`src/rtl/nvs_pkg.sv`:
```
package nvs_pkg;

  typedef enum logic [2:0] {
    ST_OFF,
    ST_PURCL,
    ST_IDLE,
    ST_SWPROC,
    ST_GRACE,
    ST_STORE,
    ST_RECALL
  } nvs_state_e;

  typedef enum logic [1:0] {
    CMD_NONE,
    CMD_STORE,
    CMD_RECALL
  } nvs_cmd_e;

  localparam int unsigned SEQ_LEN = 6;
  localparam int unsigned KEY_W   = 10;

  // Command key: entries 0..4 are the shared prefix, 5 ends a store, 6 ends a recall.
  function automatic logic [KEY_W-1:0] key_addr(input int unsigned idx);
    logic [KEY_W-1:0] v;
    case (idx)
      0:       v = 10'h1A5;
      1:       v = 10'h2C3;
      2:       v = 10'h0F0;
      3:       v = 10'h3E1;
      4:       v = 10'h14B;
      5:       v = 10'h2D7;
      default: v = 10'h36C;
    endcase
    return v;
  endfunction

endpackage

```
`src/rtl/nvs_seq_detect.sv`:
```
module nvs_seq_detect
  import nvs_pkg::*;
#(
  parameter int unsigned AW = 16
) (
  input  logic          clk,
  input  logic          rst_n,
  input  logic          en,
  input  logic          ce,
  input  logic          we,
  input  logic [AW-1:0] addr,
  output nvs_cmd_e      cmd
);

  localparam int unsigned LAST = SEQ_LEN - 1;
  localparam int unsigned IW   = $clog2(SEQ_LEN);

  logic [IW-1:0]   idx_q, idx_nxt;
  logic [LAST-1:0] step_hit;
  logic            hit_store, hit_recall;

  for (genvar k = 0; k < LAST; k++) begin : g_key
    assign step_hit[k] = (addr == AW'(key_addr(k)));
  end

  assign hit_store  = (addr == AW'(key_addr(LAST)));
  assign hit_recall = (addr == AW'(key_addr(LAST + 1)));

  always_comb begin
    idx_nxt = idx_q;
    cmd     = CMD_NONE;
    if (!en) begin
      idx_nxt = '0;
    end else if (ce) begin
      if (we) begin
        idx_nxt = '0;
      end else if (idx_q == IW'(LAST)) begin
        if (hit_store) begin
          cmd     = CMD_STORE;
          idx_nxt = '0;
        end else if (hit_recall) begin
          cmd     = CMD_RECALL;
          idx_nxt = '0;
        end else begin
          idx_nxt = step_hit[0] ? IW'(1) : '0;
        end
      end else if (step_hit[idx_q]) begin
        idx_nxt = IW'(idx_q + 1'b1);
      end else begin
        idx_nxt = step_hit[0] ? IW'(1) : '0;
      end
    end
  end

  always_ff @(posedge clk or negedge rst_n) begin
    if (!rst_n) idx_q <= '0;
    else        idx_q <= idx_nxt;
  end

endmodule

```
`src/rtl/nvs_pulse_qual.sv`:
```
module nvs_pulse_qual #(
  parameter int unsigned MIN_W = 2
) (
  input  logic clk,
  input  logic rst_n,
  input  logic en,
  input  logic req_n,
  output logic accept
);

  localparam int unsigned CW = $clog2(MIN_W + 1);
  localparam logic [CW-1:0] TOP = CW'(MIN_W - 1);

  logic [CW-1:0] cnt_q, cnt_nxt;

  assign accept = en && !req_n && (cnt_q == TOP);

  always_comb begin
    if (!en || req_n)      cnt_nxt = '0;
    else if (cnt_q == TOP) cnt_nxt = cnt_q;
    else                   cnt_nxt = CW'(cnt_q + 1'b1);
  end

  always_ff @(posedge clk or negedge rst_n) begin
    if (!rst_n) cnt_q <= '0;
    else        cnt_q <= cnt_nxt;
  end

endmodule

```
`src/rtl/nvs_timer.sv`:
```
module nvs_timer #(
  parameter int unsigned W = 8
) (
  input  logic         clk,
  input  logic         rst_n,
  input  logic         load,
  input  logic [W-1:0] load_val,
  output logic         done
);

  logic [W-1:0] cnt_q, cnt_nxt;
  logic         tick;

  assign done = (cnt_q == '0);
  assign tick = load || !done;

  always_comb begin
    if (load) cnt_nxt = load_val;
    else      cnt_nxt = W'(cnt_q - 1'b1);
  end

  always_ff @(posedge clk or negedge rst_n) begin
    if (!rst_n)    cnt_q <= '0;
    else if (tick) cnt_q <= cnt_nxt;
  end

endmodule

```
`src/rtl/nvsram_seq.sv`:
```
module nvsram_seq
  import nvs_pkg::*;
#(
  parameter int unsigned AW          = 16,
  parameter int unsigned T_PWRUP_RCL = 2000000,
  parameter int unsigned T_STORE     = 1500000,
  parameter int unsigned T_RECALL    = 20000,
  parameter int unsigned T_SWPROC    = 7000,
  parameter int unsigned T_GRACE     = 7000,
  parameter int unsigned HW_MIN_LOW  = 2
) (
  input  logic          clk,
  input  logic          rst_n,
  input  logic          pwr_ok,
  input  logic          hw_store_n,
  input  logic          mem_ce,
  input  logic          mem_we,
  input  logic [AW-1:0] mem_addr,
  output logic          busy_n,
  output logic          io_lock,
  output logic          xfer_go,
  output logic          xfer_store
);

  localparam int unsigned M1    = (T_PWRUP_RCL > T_STORE) ? T_PWRUP_RCL : T_STORE;
  localparam int unsigned M2    = (T_RECALL > T_SWPROC) ? T_RECALL : T_SWPROC;
  localparam int unsigned M3    = (M1 > M2) ? M1 : M2;
  localparam int unsigned T_MAX = (M3 > T_GRACE) ? M3 : T_GRACE;
  localparam int unsigned TW    = $clog2(T_MAX + 1);

  nvs_state_e    state_q, state_nxt;
  nvs_cmd_e      cmd_q, cmd_nxt, sw_cmd;
  logic          dirty_q, dirty_nxt, dirty_eff;
  logic          go_q, go_nxt;
  logic          wr_accept, hw_accept, in_idle;
  logic          tmr_load, tmr_done;
  logic [TW-1:0] tmr_val;
  logic          copy_done;

  assign in_idle   = (state_q == ST_IDLE);
  assign wr_accept = mem_ce && mem_we && !io_lock;
  assign dirty_eff = dirty_q || wr_accept;

  nvs_seq_detect #(.AW(AW)) u_seq (
    .clk   (clk),
    .rst_n (rst_n),
    .en    (in_idle),
    .ce    (mem_ce),
    .we    (mem_we),
    .addr  (mem_addr),
    .cmd   (sw_cmd)
  );

  nvs_pulse_qual #(.MIN_W(HW_MIN_LOW)) u_hwq (
    .clk    (clk),
    .rst_n  (rst_n),
    .en     (in_idle),
    .req_n  (hw_store_n),
    .accept (hw_accept)
  );

  nvs_timer #(.W(TW)) u_tmr (
    .clk      (clk),
    .rst_n    (rst_n),
    .load     (tmr_load),
    .load_val (tmr_val),
    .done     (tmr_done)
  );

  // Next-state logic
  always_comb begin
    state_nxt = state_q;
    cmd_nxt   = cmd_q;
    case (state_q)
      ST_OFF: begin
        if (pwr_ok) state_nxt = ST_PURCL;
      end
      ST_PURCL, ST_STORE, ST_RECALL: begin
        if (tmr_done) state_nxt = pwr_ok ? ST_IDLE : ST_OFF;
      end
      ST_IDLE: begin
        if (!pwr_ok) begin
          state_nxt = dirty_eff ? ST_STORE : ST_OFF;
        end else if (hw_accept) begin
          state_nxt = ST_GRACE;
        end else if (sw_cmd != CMD_NONE) begin
          state_nxt = ST_SWPROC;
          cmd_nxt   = sw_cmd;
        end
      end
      ST_SWPROC: begin
        if (tmr_done) begin
          if (cmd_q == CMD_RECALL) state_nxt = ST_RECALL;
          else                     state_nxt = dirty_eff ? ST_STORE : ST_IDLE;
        end
      end
      ST_GRACE: begin
        if (tmr_done) state_nxt = dirty_eff ? ST_STORE : ST_IDLE;
      end
      default: state_nxt = ST_OFF;
    endcase
  end

  // Phase timer load
  assign tmr_load = (state_nxt != state_q);

  always_comb begin
    case (state_nxt)
      ST_PURCL:  tmr_val = TW'(T_PWRUP_RCL - 1);
      ST_STORE:  tmr_val = TW'(T_STORE - 1);
      ST_RECALL: tmr_val = TW'(T_RECALL - 1);
      ST_SWPROC: tmr_val = TW'(T_SWPROC - 1);
      ST_GRACE:  tmr_val = TW'(T_GRACE - 1);
      default:   tmr_val = '0;
    endcase
  end

  // Dirty tracking and copy start
  assign copy_done = tmr_done &&
                     ((state_q == ST_PURCL) || (state_q == ST_STORE) || (state_q == ST_RECALL));

  always_comb begin
    if (copy_done)      dirty_nxt = 1'b0;
    else if (wr_accept) dirty_nxt = 1'b1;
    else                dirty_nxt = dirty_q;
  end

  assign go_nxt = tmr_load &&
                  ((state_nxt == ST_PURCL) || (state_nxt == ST_STORE) || (state_nxt == ST_RECALL));

  // Registers
  always_ff @(posedge clk or negedge rst_n) begin
    if (!rst_n) begin
      state_q <= ST_OFF;
      cmd_q   <= CMD_NONE;
      dirty_q <= 1'b0;
      go_q    <= 1'b0;
    end else begin
      state_q <= state_nxt;
      cmd_q   <= cmd_nxt;
      dirty_q <= dirty_nxt;
      go_q    <= go_nxt;
    end
  end

  // Outputs
  assign busy_n     = !((state_q == ST_PURCL) || (state_q == ST_SWPROC) || (state_q == ST_GRACE) ||
                        (state_q == ST_STORE) || (state_q == ST_RECALL));
  assign io_lock    = (state_q == ST_OFF) || (state_q == ST_PURCL) || (state_q == ST_SWPROC) ||
                      (state_q == ST_STORE) || (state_q == ST_RECALL);
  assign xfer_go    = go_q;
  assign xfer_store = (state_q == ST_STORE);

endmodule

```
`config.mk`:
```
export PLATFORM = sky130hd
export DESIGN_NAME = nvsram_seq
export DESIGN_NICKNAME = d
export VERILOG_FILES = /design/src/rtl/nvs_pkg.sv /design/src/rtl/nvs_seq_detect.sv /design/src/rtl/nvs_pulse_qual.sv /design/src/rtl/nvs_timer.sv /design/src/rtl/nvsram_seq.sv
export SDC_FILE = /design/constraint.sdc
export NUM_CORES = 1
export LEC_CHECK = 0
export BUFFER_PORTS_ARGS = -buffer_cell sky130_fd_sc_hd__buf_2
export CAP_MARGIN = 20
export CELL_PAD_IN_SITES_DETAIL_PLACEMENT = 0
export CELL_PAD_IN_SITES_GLOBAL_PLACEMENT = 2
export CORE_AREA = 2 2 88 124
export CTS_CLUSTER_SIZE = 40
export DETAILED_ROUTE_END_ITERATION = 10
export DIE_AREA = 0 0 90 126
export PLACE_DENSITY = 0.63
export SYNTH_ARGS = -nofsm -noshare
export SYNTH_HDL_FRONTEND = slang
export SYNTH_SLANG_ARGS = --single-unit
```
`constraint.sdc`:
```
create_clock -name clk -period 10.2 [get_ports clk]
set_input_delay 2.04 -clock clk [delete_from_list [all_inputs] [get_ports clk]]
set_output_delay 2.04 -clock clk [all_outputs]
set_load 0.03 [all_outputs]
```
Word level (Yosys, flattened, before mapping)
Index checks and enable logic that the tools add are counted.
W data, S select, Z words.

operators by class
  eq/ne operators = 24
  bitwise operators = 1
  add/sub/neg operators = 3
  order comparisons = 1
  muxes and demuxes = 34
  reductions and logical operators = 33

operator list
  kind                     number
  $pmux W21 S4             1
  $eq A16 B10 Y1 const B   4
  $mux W3                  17
  $eq A16 B9 Y1 const B    2
  $eq A3 B3 Y1 const B     7
  $logic_not A21 Y1        1
  $mux W21                 1
  $sub A21 B1 Y21 const B  1
  $mux W2                  9
  $eq A16 B8 Y1 const B    1
  $logic_or A1 B1 Y1       15
  $pmux W3 S5              1
  $eq A3 B2 Y1 const B     3
  $eq A3 B1 Y1 const B     2
  $logic_and A1 B1 Y1      6
  $logic_not A1 Y1         5
  $lt A3 B4 Y1 const B     1
  $mux W1                  4
  $ne A2 B2 Y1 const B     2
  $reduce_and A4 Y1        1
  $reduce_bool A2 Y1       2
  $add A3 B1 Y3 const B    1
  $bmux W1 S3              1
  $logic_not A3 Y1         1
  other kinds (7)          7

storage, ports and cells
  bits in registers = 33
  output and inout port bits = 4
  input port bits = 22
  logic and storage cells = 103

Logic depth before layout (Yosys ltp)
  depth after elaboration = 16
  gate-level depth with buffers = 12
  depth with buffers taken out = 9

Cells and area by module
Synthesis repeated with hierarchy kept, for this count alone.

unflattened totals
  cells, all modules = 290
  area, all modules = 2610.0 um^2

modules (own cells, without submodules)
  module          area each (um^2)  cells each  times used
  nvs_timer       1277.5            134         1
  nvsram_seq      779.5             92          1
  nvs_seq_detect  441.7             53          1
  nvs_pulse_qual  111.4             11          1

Worst setup path after synthesis
No wires, ideal clock.

  kind = in2reg
  from = in mem_addr[11]
  to = reg u_tmr.cnt_q[11]
  data required time = 10.073 ns
  setup slack = 5.414 ns
  buffers on the path = 2
  arrival = 4.659 ns
  stages on the path = 9
  cells stage by stage = or4_1 > or4_1 > or3_1 > a31oi_1 > o31a_1 > buf_1 > or3_1 > buf_6 > mux2_1

on the way
  longest elaborated chain between the ends = 16

ends and longest elaborated chain
  what                                          line                  source
  start: declaration                            nvsram_seq.sv:18      input logic [AW-1:0] mem_addr,
  $eq A16 B10 Y1                                nvs_seq_detect.sv:27  assign hit_recall = (addr == AW'(key_addr(LAST + 1)));
  $mux W2                                       nvs_seq_detect.sv:41  end else if (hit_recall) begin
  $mux W2 *                                     nvs_seq_detect.sv:38  if (hit_store) begin
  $mux W2 *                                     nvs_seq_detect.sv:37  end else if (idx_q == IW'(LAST)) begin
  $mux W2 *                                     nvs_seq_detect.sv:35  if (we) begin
  $mux W2 *                                     nvs_seq_detect.sv:34  end else if (ce) begin
  $mux W2 *                                     nvs_seq_detect.sv:32  if (!en) begin
  $reduce_bool A2 Y1 *                          nvsram_seq.sv:86      end else if (sw_cmd != CMD_NONE) begin
  $mux W3 *                                     nvsram_seq.sv:86
  $mux W3 *                                     nvsram_seq.sv:84      end else if (hw_accept) begin
  $mux W3 *                                     nvsram_seq.sv:82      if (!pwr_ok) begin
  $pmux W3 S5 *                                 nvsram_seq.sv:74      case (state_q)
  $eq A3 B3 Y1 or $eq A3 B2 Y1 (tied branches)  nvsram_seq.sv:108     case (state_nxt)
  $reduce_or A2 Y1 (no source line)             -
  $pmux W21 S4                                  nvsram_seq.sv:108
  $mux W21                                      nvs_timer.sv:18       if (load) cnt_nxt = load_val;
  end signal: assignment                        nvs_timer.sv:24       else if (tick) cnt_q <= cnt_nxt;
  end: declaration                              nvs_timer.sv:11       logic [W-1:0] cnt_q, cnt_nxt;

Every way passes the cells marked *; elsewhere a longest branch is shown, timed or not.
A chain may end at the register's enable or synchronous reset.

Final worst setup path
Same ends and word-level chain as after synthesis.

==> results.md <==
- YS warnings: 0
- Multi-input logic area: 1560 sq um
- Sw Ratio: about two fifths
- Switching pwr: 0.269 mW
- First-pass GRT wire length: 12200 um
- Crit-path max FO: 15
- PD cells: 228 nW/um^2
- Worst EP arrival: 5190 ps
- CORE AREA: 10200 sq um
- Reg power frac: 36.1%
- Peak Freq: 199 MHz
- Worst Setup Start Kind: primary input
- Max H-tree Level: 2
- # Post-CTS Setup Buffers: 0
- Peak VDD IR: between 0.00007 and 0.00008 V
- Yosys top cell area share: 33.0%
- Post-synthesis net count: 319
- Vias in the first global route: 2281
- Gr usage total: 13.5%
- Largest net degree at the start of global routing: 34
- Die Wd: around 90 um
- ANT nets after route: 0
- Drt wl/cell: 16.5 um
- Clk_lat worst skew: approximately 280 ps
- Critical path class: primary input to register
- GPL Wtd Cong: 0.783
- Leading area contributor after synthesis: dfrtp_1
- Mapped Avg Cell Area: 8.55 sq um
- Initial Util: 24.5%
- Share of cells above drive strength 1: 14.7%
- Comb pwr share: about two fifths
- Internal power: 0.390 mW
- Area contributors post-synth: dfrtp_1 (33%), xnor2_1 (4.5%), nand2_1 (4.2%)
- Clock-pin slew on the worst setup and hold paths: ~60 ps
- Initial antenna violation count: 0
- CTS sink count: 33
- # resized after CTS: 0
- # setup viols final: 0
- Max-cap violations: 0
- Async set or reset register ratio after synthesis: 100%
- # rows: 44
- CTS Buf Count: 5
- IO Pins: 26
- RSZ-0062 raised after global routing: no
- Top FF cell, synth: dfrtp_1
- Sequential element share of the synthesized area: 33.0%
- DIE AREA: 11300 sq um
- CP Data Required Time: 10370 ps
- Synth Register Bits: 33
- Status: completed
- Synth cell count leaders: dfrtp_1 (33), nand2_1 (28), nor2_1 (22)
- Max_slew headroom: between 30% and 40%
- CTS Buffer Depth: 2
- Clock skew: 3.11 ps
- Residual DRC: 0
- Initial drt markers: 128
- DR vias: roughly 2300
- Synth Instances: 293
- Setup TNS: 0 ps
- Drt via density: 5.09
- Non-Filler Instances: 451
- Detailed Route WL: 7460 um
- Leakage Power: 1.15 nW
- Slew @ Worst Pin: 925 ps
- Slew Limit Fails: 0
- N_diodes: 0
- Total gr overflow: 0
- Clock root buffer: clkbuf_16
- Hold Crit Class: register to register
- Hold buffer count at CTS: 0
- Utilization after layout: 28.2%
- Nets: about 340
- Cell variety after synth: 60
- Crit. End Element: register
- Die Y: 126 um
- # port buffers: 25
- CTS tree: done
- DP HPWL: 5740 um
- Fin. Hold Viols: 0
- Synth-to-Final Area Change: 15.4%
- First-pass iteration count of the detailed router: 4
- Mapped Area: 2500 sq um
- Fin crit period: 5020 ps
- Cells after DPL: ~440
- Register area: approximately 830 sq um
- Clock power share: 24.6%
- Most common cell in the netlist: dfrtp_1
- Final worst path period share: 49.2%
- Number of synthesized flops with an enable pin: 0
- Number of fill cells: 1154
==> cell type report <==
type / instances / area share [%]
flip-flops and latches: 33 / 28.6
clock inverters: 1 / 0.173
clock buffers: 7 / 5.28
multi-input cells: 233 / 53.9
inverters: 14 / 1.82
repair buffers: 25 / 4.33
well taps: 138 / 5.97
==> state kept, by name, summed over array words and instances, names as in the netlist <==
register and cells:
u_tmr.cnt_q 21, state_q 3, u_seq.idx_q 3, cmd_q 2, u_hwq.cnt_q 2, dirty_q 1, xfer_go 1
==> cells in the final DEF, fill, tap and decap left out, types with 8 or more instances in the layout <==
master   count
inv_1       14
or3_1        8
nand2_1     28
nor4_1      14
a21oi_1     13
nor2_1      22
buf_2       25
nor3_1      10
dfrtp_1     33
xnor2_1     13
==> worst max-delay path, stage by stage <==
cell and delay [ps]:
buf_2 90, or4_1 560, or4_1 500, or3_1 420, a31oi_1 240, o31a_1 390, or3_1 570, mux2_1 380
==> through the flow <==
stage	hold slack, ps	power (mW)	worst slack (ps)	instance area (sq um)
2_1_floorplan	450	0.431	5410	2500
3_3_place_gp	493	0.502	4910	2730
3_5_place_dp	482	0.500	4880	2730
4_1_cts	495	0.665	5170	2890
5_1_grt	533	0.705	4990	2890
6_report	488	0.659	5180	2890
==> layer usage <==
layer / vias up / global-route usage [%] / share of wire [%]
li1: 1143 / - / -
met1: 1099 / 15.3 / 42
met2: 38 / 24.8 / 52
met3: 15 / 2.03 / 2.4
met4: 0 / 5.88 / 3.0
met5: - / 0 / 0
==> cell families after synthesis <==
family / Yosys count / share of synthesized area, %
compound gates: 65 / 18.8
fa+ha+maj: 4 / 2.00
mux: 8 / 3.25
buf+inv: 27 / 4.84
flops: 33 / 33.0
xor+xnor: 19 / 6.64
simple gates: 137 / 31.5
==> power by group through the flow <==
stage               Clock (mW)  Sequential [mW]  Combinational [mW]
global route             0.169            0.248               0.287
global placement             0            0.240               0.263
floorplan                    0            0.213               0.218
finish                   0.162            0.238               0.259
CTS                      0.166            0.238               0.262
detailed placement           0            0.241               0.259
==> path summary, 6_finish.rpt <==
kind                                 from         endpoint  slack, ps  cells after the start
hold / removal                   cmd_q[1]         cmd_q[1]        490                      2
min in group asynchronous           rst_n   u_tmr.cnt_q[9]       1850                      1
hold reg to reg                  cmd_q[1]         cmd_q[1]        490                      2
max in group asynchronous           rst_n   u_seq.idx_q[1]       7840                      1
setup / recovery             mem_addr[11]  u_tmr.cnt_q[11]       5180                      8
setup reg to reg           u_tmr.cnt_q[0]  u_tmr.cnt_q[11]       5790                      9
Power figures use the tool's default switching activity.
